## config.mk

```make
export PLATFORM = sky130hd
export DESIGN_NAME = psr_seq
export DESIGN_NICKNAME = d
export VERILOG_FILES = /design/src/rtl/psr_seq_pkg.sv /design/src/rtl/psr_ctl_regs.sv /design/src/rtl/psr_idle_cnt.sv /design/src/rtl/psr_fsm.sv /design/src/rtl/psr_seq.sv
export SDC_FILE = /design/constraint.sdc
export NUM_CORES = 1
export LEC_CHECK = 0
export BUFFER_PORTS_ARGS = -buffer_cell sky130_fd_sc_hd__buf_2
export CAP_MARGIN = 40
export CORE_ASPECT_RATIO = 0.8
export CORE_MARGIN = 3
export CORE_UTILIZATION = 40
export DETAILED_ROUTE_END_ITERATION = 6
export HOLD_SLACK_MARGIN = 0.02
export SLEW_MARGIN = 0
export SYNTH_ARGS = -nofsm -noshare
export SYNTH_HDL_FRONTEND = slang
export SYNTH_HIERARCHICAL = 1
export SYNTH_SLANG_ARGS = --single-unit
```

## constraint.sdc

```tcl
create_clock -name clk -period 1.85 [get_ports clk]
set_input_delay 0.37 -clock clk [delete_from_list [all_inputs] [get_ports clk]]
set_output_delay 0.37 -clock clk [all_outputs]
set_load 0.05 [all_outputs]
```

## src/rtl/psr_seq_pkg.sv

```systemverilog
package psr_seq_pkg;

    typedef enum logic [2:0] {
        PS_OFF      = 3'd0,
        PS_IDLE     = 3'd1,
        PS_ENTER    = 3'd2,
        PS_HOLD     = 3'd3,
        PS_ONEFRAME = 3'd4,
        PS_LEAVE    = 3'd5
    } psr_state_e;

    typedef enum logic [1:0] {
        WK_0US    = 2'd0,
        WK_100US  = 2'd1,
        WK_500US  = 2'd2,
        WK_2500US = 2'd3
    } wake_sel_e;

    typedef struct packed {
        logic enable;
        logic entry;
        logic sfu;
        logic autoen;
    } psr_ctl_t;

    function automatic wake_sel_e wake_map(input int unsigned code);
        if (code > 5)      return WK_2500US;
        else if (code > 1) return WK_500US;
        else if (code > 0) return WK_100US;
        else               return WK_0US;
    endfunction

    function automatic logic is_transit(input psr_state_e s);
        return (s == PS_ENTER) || (s == PS_ONEFRAME) || (s == PS_LEAVE);
    endfunction

endpackage

```

## src/rtl/psr_ctl_regs.sv

```systemverilog
module psr_ctl_regs
    import psr_seq_pkg::*;
#(
    parameter int IDLE_W  = 4,
    parameter int WCODE_W = 4
) (
    input  logic               clk,
    input  logic               rst,
    input  logic               wr_en,
    input  psr_ctl_t           wr_ctl,
    input  logic [IDLE_W-1:0]  wr_idle,
    input  logic [WCODE_W-1:0] wr_wake,
    input  psr_state_e         state,
    input  logic               auto_fire,
    input  logic               sfu_done,
    output psr_ctl_t           ctl_q,
    output logic [IDLE_W-1:0]  idle_q,
    output logic [WCODE_W-1:0] wake_q,
    output logic               err_q
);

    logic bad_entry, bad_sfu, bad_off, illegal;

    always_comb begin
        bad_entry = wr_ctl.entry && !ctl_q.enable;
        bad_sfu   = wr_ctl.sfu && (state != PS_HOLD);
        bad_off   = !wr_ctl.enable && ctl_q.enable && is_transit(state);
        illegal   = wr_en && (bad_entry || bad_sfu || bad_off);
    end

    always_ff @(posedge clk) begin
        if (rst) begin
            ctl_q  <= '0;
            idle_q <= '0;
            wake_q <= '0;
            err_q  <= 1'b0;
        end else begin
            if (wr_en && !illegal) begin
                if (!wr_ctl.enable) begin
                    ctl_q <= '0;
                end else begin
                    ctl_q.enable <= 1'b1;
                    ctl_q.entry  <= wr_ctl.entry;
                    ctl_q.autoen <= wr_ctl.autoen;
                    ctl_q.sfu    <= (ctl_q.sfu && !sfu_done) || wr_ctl.sfu;
                end
                idle_q <= wr_idle;
                wake_q <= wr_wake;
            end else begin
                if (auto_fire) ctl_q.entry <= 1'b1;
                if (sfu_done)  ctl_q.sfu   <= 1'b0;
            end
            if (illegal) err_q <= 1'b1;
        end
    end

    AST_ERR_STICKY: assert property (@(posedge clk) disable iff (rst)
        err_q |=> err_q);

    AST_ENTRY_NEEDS_EN: assert property (@(posedge clk) disable iff (rst)
        (wr_en && wr_ctl.entry && !ctl_q.enable) |=> !ctl_q.entry);

    AST_SFU_SELF_CLEAR: assert property (@(posedge clk) disable iff (rst)
        sfu_done |=> !ctl_q.sfu);

endmodule

```

## src/rtl/psr_idle_cnt.sv

```systemverilog
module psr_idle_cnt #(
    parameter int IDLE_W = 4
) (
    input  logic              clk,
    input  logic              rst,
    input  logic              count_en,
    input  logic              vsync,
    input  logic              dirty,
    input  logic [IDLE_W-1:0] limit,
    output logic              fire
);

    localparam int CW = IDLE_W + 1;

    logic [CW-1:0] cnt;
    logic [CW-1:0] target;

    always_comb begin
        target = {1'b0, limit} + CW'(1);
        fire   = count_en && vsync && !dirty && ((cnt + CW'(1)) == target);
    end

    always_ff @(posedge clk) begin
        if (rst || !count_en) begin
            cnt <= '0;
        end else if (vsync) begin
            if (dirty || fire) cnt <= '0;
            else               cnt <= cnt + CW'(1);
        end
    end

    AST_DIRTY_RESETS: assert property (@(posedge clk) disable iff (rst)
        (count_en && vsync && dirty) |=> (cnt == '0));

    AST_FIRE_RESETS: assert property (@(posedge clk) disable iff (rst)
        fire |=> (cnt == '0));

endmodule

```

## src/rtl/psr_fsm.sv

```systemverilog
module psr_fsm
    import psr_seq_pkg::*;
(
    input  logic       clk,
    input  logic       rst,
    input  psr_ctl_t   ctl,
    input  logic       vsync,
    input  logic       auto_fire,
    output psr_state_e state,
    output logic       wake_req
);

    psr_state_e nxt;

    always_comb begin
        nxt = state;
        if (!ctl.enable) begin
            nxt = PS_OFF;
        end else begin
            unique case (state)
                PS_OFF:      nxt = PS_IDLE;
                PS_IDLE:     if (ctl.entry || auto_fire) nxt = PS_ENTER;
                PS_ENTER:    if (vsync) nxt = PS_HOLD;
                PS_HOLD: begin
                    if (!ctl.entry)   nxt = PS_LEAVE;
                    else if (ctl.sfu) nxt = PS_ONEFRAME;
                end
                PS_ONEFRAME: if (vsync) nxt = PS_HOLD;
                PS_LEAVE:    if (vsync) nxt = PS_IDLE;
                default:     nxt = PS_OFF;
            endcase
        end
    end

    always_ff @(posedge clk) begin
        if (rst) begin
            state    <= PS_OFF;
            wake_req <= 1'b0;
        end else begin
            state    <= nxt;
            wake_req <= (nxt == PS_LEAVE) && (state != PS_LEAVE);
        end
    end

    AST_OFF_TO_IDLE: assert property (@(posedge clk) disable iff (rst)
        (state == PS_OFF && ctl.enable) |=> (state == PS_IDLE));

    AST_ENTER_WAITS: assert property (@(posedge clk) disable iff (rst)
        (state == PS_ENTER && ctl.enable && !vsync) |=> (state == PS_ENTER));

    AST_ENTER_ADVANCE: assert property (@(posedge clk) disable iff (rst)
        (state == PS_ENTER && ctl.enable && vsync) |=> (state == PS_HOLD));

    AST_SKIP_ONEFRAME: assert property (@(posedge clk) disable iff (rst)
        (state == PS_HOLD && ctl.enable && !ctl.entry) |=> (state == PS_LEAVE));

    AST_LEAVE_RETURN: assert property (@(posedge clk) disable iff (rst)
        (state == PS_LEAVE && ctl.enable && vsync) |=> (state == PS_IDLE));

    AST_WAKE_SINGLE: assert property (@(posedge clk) disable iff (rst)
        wake_req |=> !wake_req);

    AST_NO_OFF_IN_TRANSIT: assert property (@(posedge clk) disable iff (rst)
        is_transit(state) |=> (state != PS_OFF));

endmodule

```

## src/rtl/psr_seq.sv

```systemverilog
module psr_seq
    import psr_seq_pkg::*;
#(
    parameter int IDLE_W  = 4,
    parameter int WCODE_W = 4
) (
    input  logic               clk,
    input  logic               rst,
    input  logic               wr_en,
    input  logic               wr_enable,
    input  logic               wr_entry,
    input  logic               wr_sfu,
    input  logic               wr_auto,
    input  logic [IDLE_W-1:0]  wr_idle,
    input  logic [WCODE_W-1:0] wr_wake,
    input  logic               vsync,
    input  logic               frame_dirty,
    output logic [2:0]         state_o,
    output logic               in_trans,
    output logic               link_idle,
    output logic               wake_req,
    output logic [1:0]         wake_sel,
    output logic               entry_rb,
    output logic               sfu_rb,
    output logic               err
);

    psr_ctl_t           wr_ctl, ctl_q;
    logic [IDLE_W-1:0]  idle_q;
    logic [WCODE_W-1:0] wake_q;
    psr_state_e         state;
    logic               auto_fire, sfu_done, count_en;

    always_comb begin
        wr_ctl.enable = wr_enable;
        wr_ctl.entry  = wr_entry;
        wr_ctl.sfu    = wr_sfu;
        wr_ctl.autoen = wr_auto;
        count_en = (state == PS_IDLE) && ctl_q.enable && ctl_q.autoen && !ctl_q.entry;
        sfu_done = (state == PS_ONEFRAME) && vsync && ctl_q.enable;
    end

    psr_ctl_regs #(.IDLE_W(IDLE_W), .WCODE_W(WCODE_W)) u_regs (
        .clk(clk), .rst(rst), .wr_en(wr_en), .wr_ctl(wr_ctl),
        .wr_idle(wr_idle), .wr_wake(wr_wake), .state(state),
        .auto_fire(auto_fire), .sfu_done(sfu_done),
        .ctl_q(ctl_q), .idle_q(idle_q), .wake_q(wake_q), .err_q(err)
    );

    psr_idle_cnt #(.IDLE_W(IDLE_W)) u_cnt (
        .clk(clk), .rst(rst), .count_en(count_en), .vsync(vsync),
        .dirty(frame_dirty), .limit(idle_q), .fire(auto_fire)
    );

    psr_fsm u_fsm (
        .clk(clk), .rst(rst), .ctl(ctl_q), .vsync(vsync),
        .auto_fire(auto_fire), .state(state), .wake_req(wake_req)
    );

    always_comb begin
        state_o   = state;
        in_trans  = is_transit(state);
        link_idle = (state == PS_HOLD);
        wake_sel  = wake_map(32'(wake_q));
        entry_rb  = ctl_q.entry;
        sfu_rb    = ctl_q.sfu;
    end

    AST_SFU_ONLY_HELD: assert property (@(posedge clk) disable iff (rst)
        (state == PS_ONEFRAME) |-> $past(state == PS_HOLD || state == PS_ONEFRAME));

endmodule

```

* After elaboration in Yosys (flattened, before gate mapping) *
Index checks and enable logic that the tools add are counted.

word-level totals
  bits of input ports = 17
  output and inout bits = 11
  logic and storage cells = 74
  register bits = 22

cells by class
  equality and inequality tests = 9
  add/sub/neg operators = 2
  magnitude comparators = 3
  muxes and demuxes = 15
  reduce and logical (&&, ||, !) cells = 35

operator list
  cell                                                                    number
  3-bit 2-to-1 mux                                                        6
  1-bit logical AND                                                       16
  3-bit one-hot mux with 5 select lines                                   1
  3-bit equality test (second input constant)                             3
  4-bit by 1-bit > comparator with 1-bit output (second input constant)   2
  1-bit logical OR                                                        8
  1-bit zero test                                                         7
  3-bit by 2-bit equality test with 1-bit output (second input constant)  2
  2-bit 2-to-1 mux                                                        3
  4-bit by 1-bit adder with 5-bit output (second input constant)          1
  5-bit by 1-bit adder with 5-bit output (second input constant)          1
  5-bit equality test                                                     1
  5-bit 2-to-1 mux                                                        1
  4-bit by 3-bit > comparator with 1-bit output (second input constant)   1
  4-bit 2-to-1 mux                                                        1
  2-bit nonzero test                                                      2
  3-bit by 1-bit equality test with 1-bit output (second input constant)  1
  3-bit zero test                                                         1
  1-bit 2-to-1 mux                                                        3
  3-bit by 2-bit != test with 1-bit output (second input constant)        1
  3-bit != test (second input constant)                                   1
  2-bit OR reduction                                                      1

* Longest topological paths before layout *
  depth in word-level cells = 13
  mapped depth = 8
  depth with buffers taken out = 8

* Cells and area by module *
Netlist, hierarchy kept.

modules (own cells, without submodules)
  module        cells an instance  instances  area an instance (µm²)  seq. area each (µm²)
  psr_ctl_regs  72                 1          644.4                   260.2
  psr_idle_cnt  38                 1          366.6                   100.1
  psr_fsm       26                 1          232.7                   80.1
  psr_seq       12                 1          83.8                    0.0

* Worst setup path before layout *
OpenSTA, ideal clock, no wires.

  path type = register to register
  from = reg u_fsm.state[0]
  to = reg u_cnt.cnt[4]
  arrival = 1.828 ns
  period minus slack after synthesis = 1.944 ns
  path buffers = 0
  path slack = -0.094 ns
  cell stages (with the launch flop) = 7
  required time = 1.733 ns
  setup time = 0.117 ns
  cell sequence = dfxtp_1 -> nand4bb_1 -> nor2_1 -> nand4_1 -> o31a_2 -> a21o_1 -> a22o_1

on the way
  longest elaborated chain between the ends = 9
  elaborated cells on any way between the ends = 11
  classes of those cells = 1 x eq/ne; 1 x mux; 9 x reduce/logical

ends and longest elaborated chain
  element                                           line                source
  from (decl)                                       psr_fsm.sv:9        output psr_state_e state,
  from (signal assigned)                            psr_fsm.sv:40       state <= nxt;
  3-bit by 1-bit equality test with 1-bit output *  psr_seq.sv:39       count_en = (state == PS_IDLE) && ctl_q.enable && ctl_q.autoen && !ctl_q.entry;
  1-bit logical AND * (3 in a row)                  psr_seq.sv:39
  via count_en                                      psr_seq.sv:32       logic auto_fire, sfu_done, count_en;
  1-bit logical AND (3 in a row)                    psr_idle_cnt.sv:20  fire = count_en && vsync && !dirty && ((cnt + CW'(1)) == target);
  1-bit logical OR                                  psr_idle_cnt.sv:27  if (dirty || fire) cnt <= '0;
  5-bit 2-to-1 mux                                  psr_idle_cnt.sv:27
  to (signal assigned)                              psr_idle_cnt.sv:28  else cnt <= cnt + CW'(1);
  to (decl)                                         psr_idle_cnt.sv:15  logic [CW-1:0] cnt;

Mark *: on every way through the listed nets, which the timed path passes. The rest lies on a longest branch.
A chain may end at the register's enable or synchronous reset.

* Worst setup path in the final report *
  from = reg u_regs.idle_q[1]
  to = reg u_cnt.cnt[4]

on the way
  longest elaborated chain between the ends = 5

ends and longest elaborated chain
  element                                 line                source
  from (decl)                             psr_ctl_regs.sv:17  output logic [IDLE_W-1:0] idle_q,
  from (signal assigned)                  psr_ctl_regs.sv:47  idle_q <= wr_idle;
  4-bit by 1-bit adder with 5-bit output  psr_idle_cnt.sv:19  target = {1'b0, limit} + CW'(1);
  5-bit equality test                     psr_idle_cnt.sv:20
  1-bit logical AND                       psr_idle_cnt.sv:20
  1-bit logical OR                        psr_idle_cnt.sv:27
  5-bit 2-to-1 mux                        psr_idle_cnt.sv:27

No other way between the ends.

==> out/results.tsv <==
stage	metric	value	unit
clock_tree	cell chosen for the clock root	clkbuf_8	
routing	Antenna Violating Nets Remaining	0	
yosys	Synth async-reset ratio	0	%
sta	achievable frequency	0.537	GHz
clock_tree	clk sink count	22	
die	Core ar.	3130	um2
hold_path	Cells on Worst Hold Path	3	
global_route	GRT Overall Usage	16.2	%
worst_setup_path	element type at the critical path end	flop	
clock_tree	source-to-sink clock delay at the later pin of the worst-skew pair	0.26	ns
cells_and_area	Storage cell area	447	um2
global_route	initial antenna violation count	0	
routing	length of the first detailed-routing pass in iterations	4	
place	input/output buffers	27	
sta	final hold violation count	0	
cells_and_area	final design instance area without fill	1730	um2
yosys	net count of the mapped netlist	167	
global_route	number of global-route vias before repair	1156	
clock_tree	CTS HTree Levels	1	
cells_and_area	synthesis-to-layout area growth	30.1	%
clock_tree	total CTS buffers	3	
place	last weighted congestion value of the routability-driven placer	0.816	
cells_and_area	filler cell count in the final layout	289	
sta	Worst Hold Slack	0.357	ns
cells_and_area	number of nets in the finished design	210	
routing	Post-Route WL	3110	um
worst_setup_path	reg-to-reg setup timing slack	-0.01	ns
worst_setup_path	R2R depth	7	
sta	Slew @ Worst Pin	0.564	ns
sta	Worst Setup Slack, final	-0.0134	ns
sta	setup repair after global routing missed its margin	true	
sta	shortest period the worst path allows	1.86	ns
power	LEAKAGE	0.725	nW
job	MaxCap Viol Count	0	
routing	DRC violation count after routing	0	
yosys	instance count of the mapped netlist	148	
place	Worst Setup Slack post-DPL	-0.0475	ns
yosys	sequential cell area fraction in the yosys report	33.2	%
global_route	global route total overflow	0	
die	number of standard-cell rows in the floorplan	18	
worst_setup_path	startpoint type of the worst setup path	flop	
sta	Sum Neg Setup Slack	-0.0134	ns
place	instance area after placement	1590	um2
die	I/O pin count	28	
routing	Wirelength per Cell	13.5	um
yosys	most frequently used flop master after synthesis	dfxtp_1	
cells_and_area	Layout Utilization	55.2	%
clock_tree	clock slew at the register clock pins of the worst setup and hold paths	0.08	ns
cells_and_area	total area of multi-input combinational cells	881	um2
place	detailed placement HPWL	2250	um
cells_and_area	most used cells in the layout excluding fill and tap cells	27 x buf_2, 17 x dfxtp_1, 16 x buf_4	
cells_and_area	final antenna diode count	0	
yosys	number of register bits inferred by synthesis	22	
sta	Slew Limit Fails	0	
worst_setup_path	critical path arrival	2.02	ns
sta	clk_skew	0.00565	ns
hold_path	worst min-delay path endpoint	u_regs/ctl_q[0]	
cells_and_area	most common cell after layout, fill and taps aside	buf_2	
power	Max rail drop VDD	403	uV
die	starting density of the core	42.4	%
clock_tree	quantity of hold-fixing buffers added after cts	0	
worst_setup_path	critical path start-end classification	flop to flop	
run_status	violations in the final reports	negative setup slack	
worst_setup_path	worst r2r dst	u_cnt/cnt[4]	
routing	number of violations reported at the end of detailed-routing iteration 0	60	
place	Placed Cells	225	
power	total power consumption of the routed design	1.14	mW
sta	final worst path period share	101	%
cells_and_area	non-filler cells in the finished layout	230	
routing	vias per std cell	5.16	
yosys	Synth warnings	6	
routing	via total after detailed routing	1186	
worst_setup_path	startpoint of the worst-slack reg-to-reg timing path	u_regs/idle_q[1]	
die	Die Span Y	57.5	um
clock_tree	Clock Path Buffers	2	
global_route	largest net degree at the start of global routing	17	
hold_path	hold path start	wr_auto	
worst_setup_path	critical path fanouts, max	6	
run_status	outcome	complete, but fails checks	
die	Die Footprint	4050	um2
worst_setup_path	worst endpoint required time	2.01	ns
sta	worst max-slew margin expressed relative to the limit	62.4	%
yosys	library cells used by synthesis	50	
yosys	post-synth design cell area	1330	um2
cells_and_area	fraction of layout cells with a size suffix above 1	41.6	%
yosys	number of flops mapped to enable cells by yosys	0	
global_route	wire length of the first global-routing pass	5300	um
die	die width	70.4	um
power	power per standard cell area	658	nW/um2
hold_path	classification of the worst-slack hold path	primary input to flop	
clock_tree	clock tree from TritonCTS	done	
yosys	average size of a mapped cell	8.97	um2
sta	total of endpoints with negative setup slack in the final report	1	
[worst max-delay path by stage]
stage | start | endpoint | slack [ns] | cells after the start
finish | u_regs/idle_q[1] | u_cnt/cnt[4] | -0.01 | 7
global route | u_regs/idle_q[1] | u_cnt/cnt[4] | -0.12 | 7
CTS | u_regs/idle_q[1] | u_cnt/cnt[4] | -0.04 | 7
detailed placement | u_regs/idle_q[0] | u_cnt/cnt[4] | -0.05 | 7
global placement | u_regs/idle_q[0] | u_cnt/cnt[4] | -0.01 | 7
floorplan | u_fsm/state[1] | u_cnt/cnt[4] | -0.006 | 6
[cells by family (layout without fill, tap and decap cells)]
kind of cell | after synthesis | count (layout) | synth area share [%]
buffers and inverters | 11 | 53 | 4.81
DFF | 22 | 22 | 33.2
AOI/OAI and AO/OA | 45 | 45 | 23.3
and+or+nand+nor | 54 | 54 | 26.5
adders and majority gates | 2 | 2 | 1.88
xor gates and xnor gates | 10 | 10 | 7.16
muxes | 4 | 4 | 3.20
[repair_timing]
action,in CTS,in global routing
gates resized for setup,8,3
setup buffers,2,0
pin swaps,7,6
endpoints found under the hold margin,0,0
endpoints found under the setup margin,5,9
[Yosys cell counts (3+ instances only)]
| cell type | count | area, um2 |
|---|---|---|
| o21ai_0 | 4 | 20.0 |
| a21oi_1 | 13 | 65.1 |
| inv_1 | 6 | 22.5 |
| nand2b_1 | 3 | 18.8 |
| xnor2_1 | 5 | 43.8 |
| nand3_1 | 13 | 65.1 |
| o21ai_1 | 10 | 50.1 |
| xor2_1 | 4 | 35.0 |
| nand2b_4 | 3 | 41.3 |
| dfxtp_1 | 22 | 440 |
| a22o_1 | 3 | 26.3 |
| nor2_1 | 9 | 33.8 |
| nor3_1 | 3 | 15.0 |
| nand2_1 | 3 | 11.3 |
[per-layer routing]
metal	track usage (%)	part of all wire [%]	routed length, um
met1	22.4	51	1580
met4	4.64	0.39	12
met5	0	0	0
met2	24.7	44	1380
met3	4.75	4.4	137
[power breakdown]
part	total [mW]	leakage [nW]	internal [mW]	switching, mW
combinational	0.187	0.508	0.0725	0.114
sequential	0.505	0.181	0.491	0.0133
clock	0.445	0.0357	0.289	0.156
[state kept, by name, summed over array words and instances (netlist names)]
name,count
u_fsm/wake_req,1
u_regs/ctl_q,4
u_regs/err_q,1
u_regs/wake_q,4
u_regs/idle_q,4
u_cnt/cnt,5
u_fsm/state,3
[critical path: stages (launching register included)]
cell,delay (ns)
dfxtp_2,0.34
ha_4,0.24
xor2_1,0.15
nor3b_1,0.17
nand4_1,0.16
o31a_2,0.36
a21o_1,0.17
a22o_1,0.17
[area by class of cell]
cell class	count	share of cell area [%]
clock inverters	1	1.74
clock buffers	3	2.39
repair buffers	43	14.8
flip-flops and latches	22	25.9
inverters	6	1.30
well taps	40	2.90
multi-input cells	115	51.0
(Power assumes the default switching activity.)
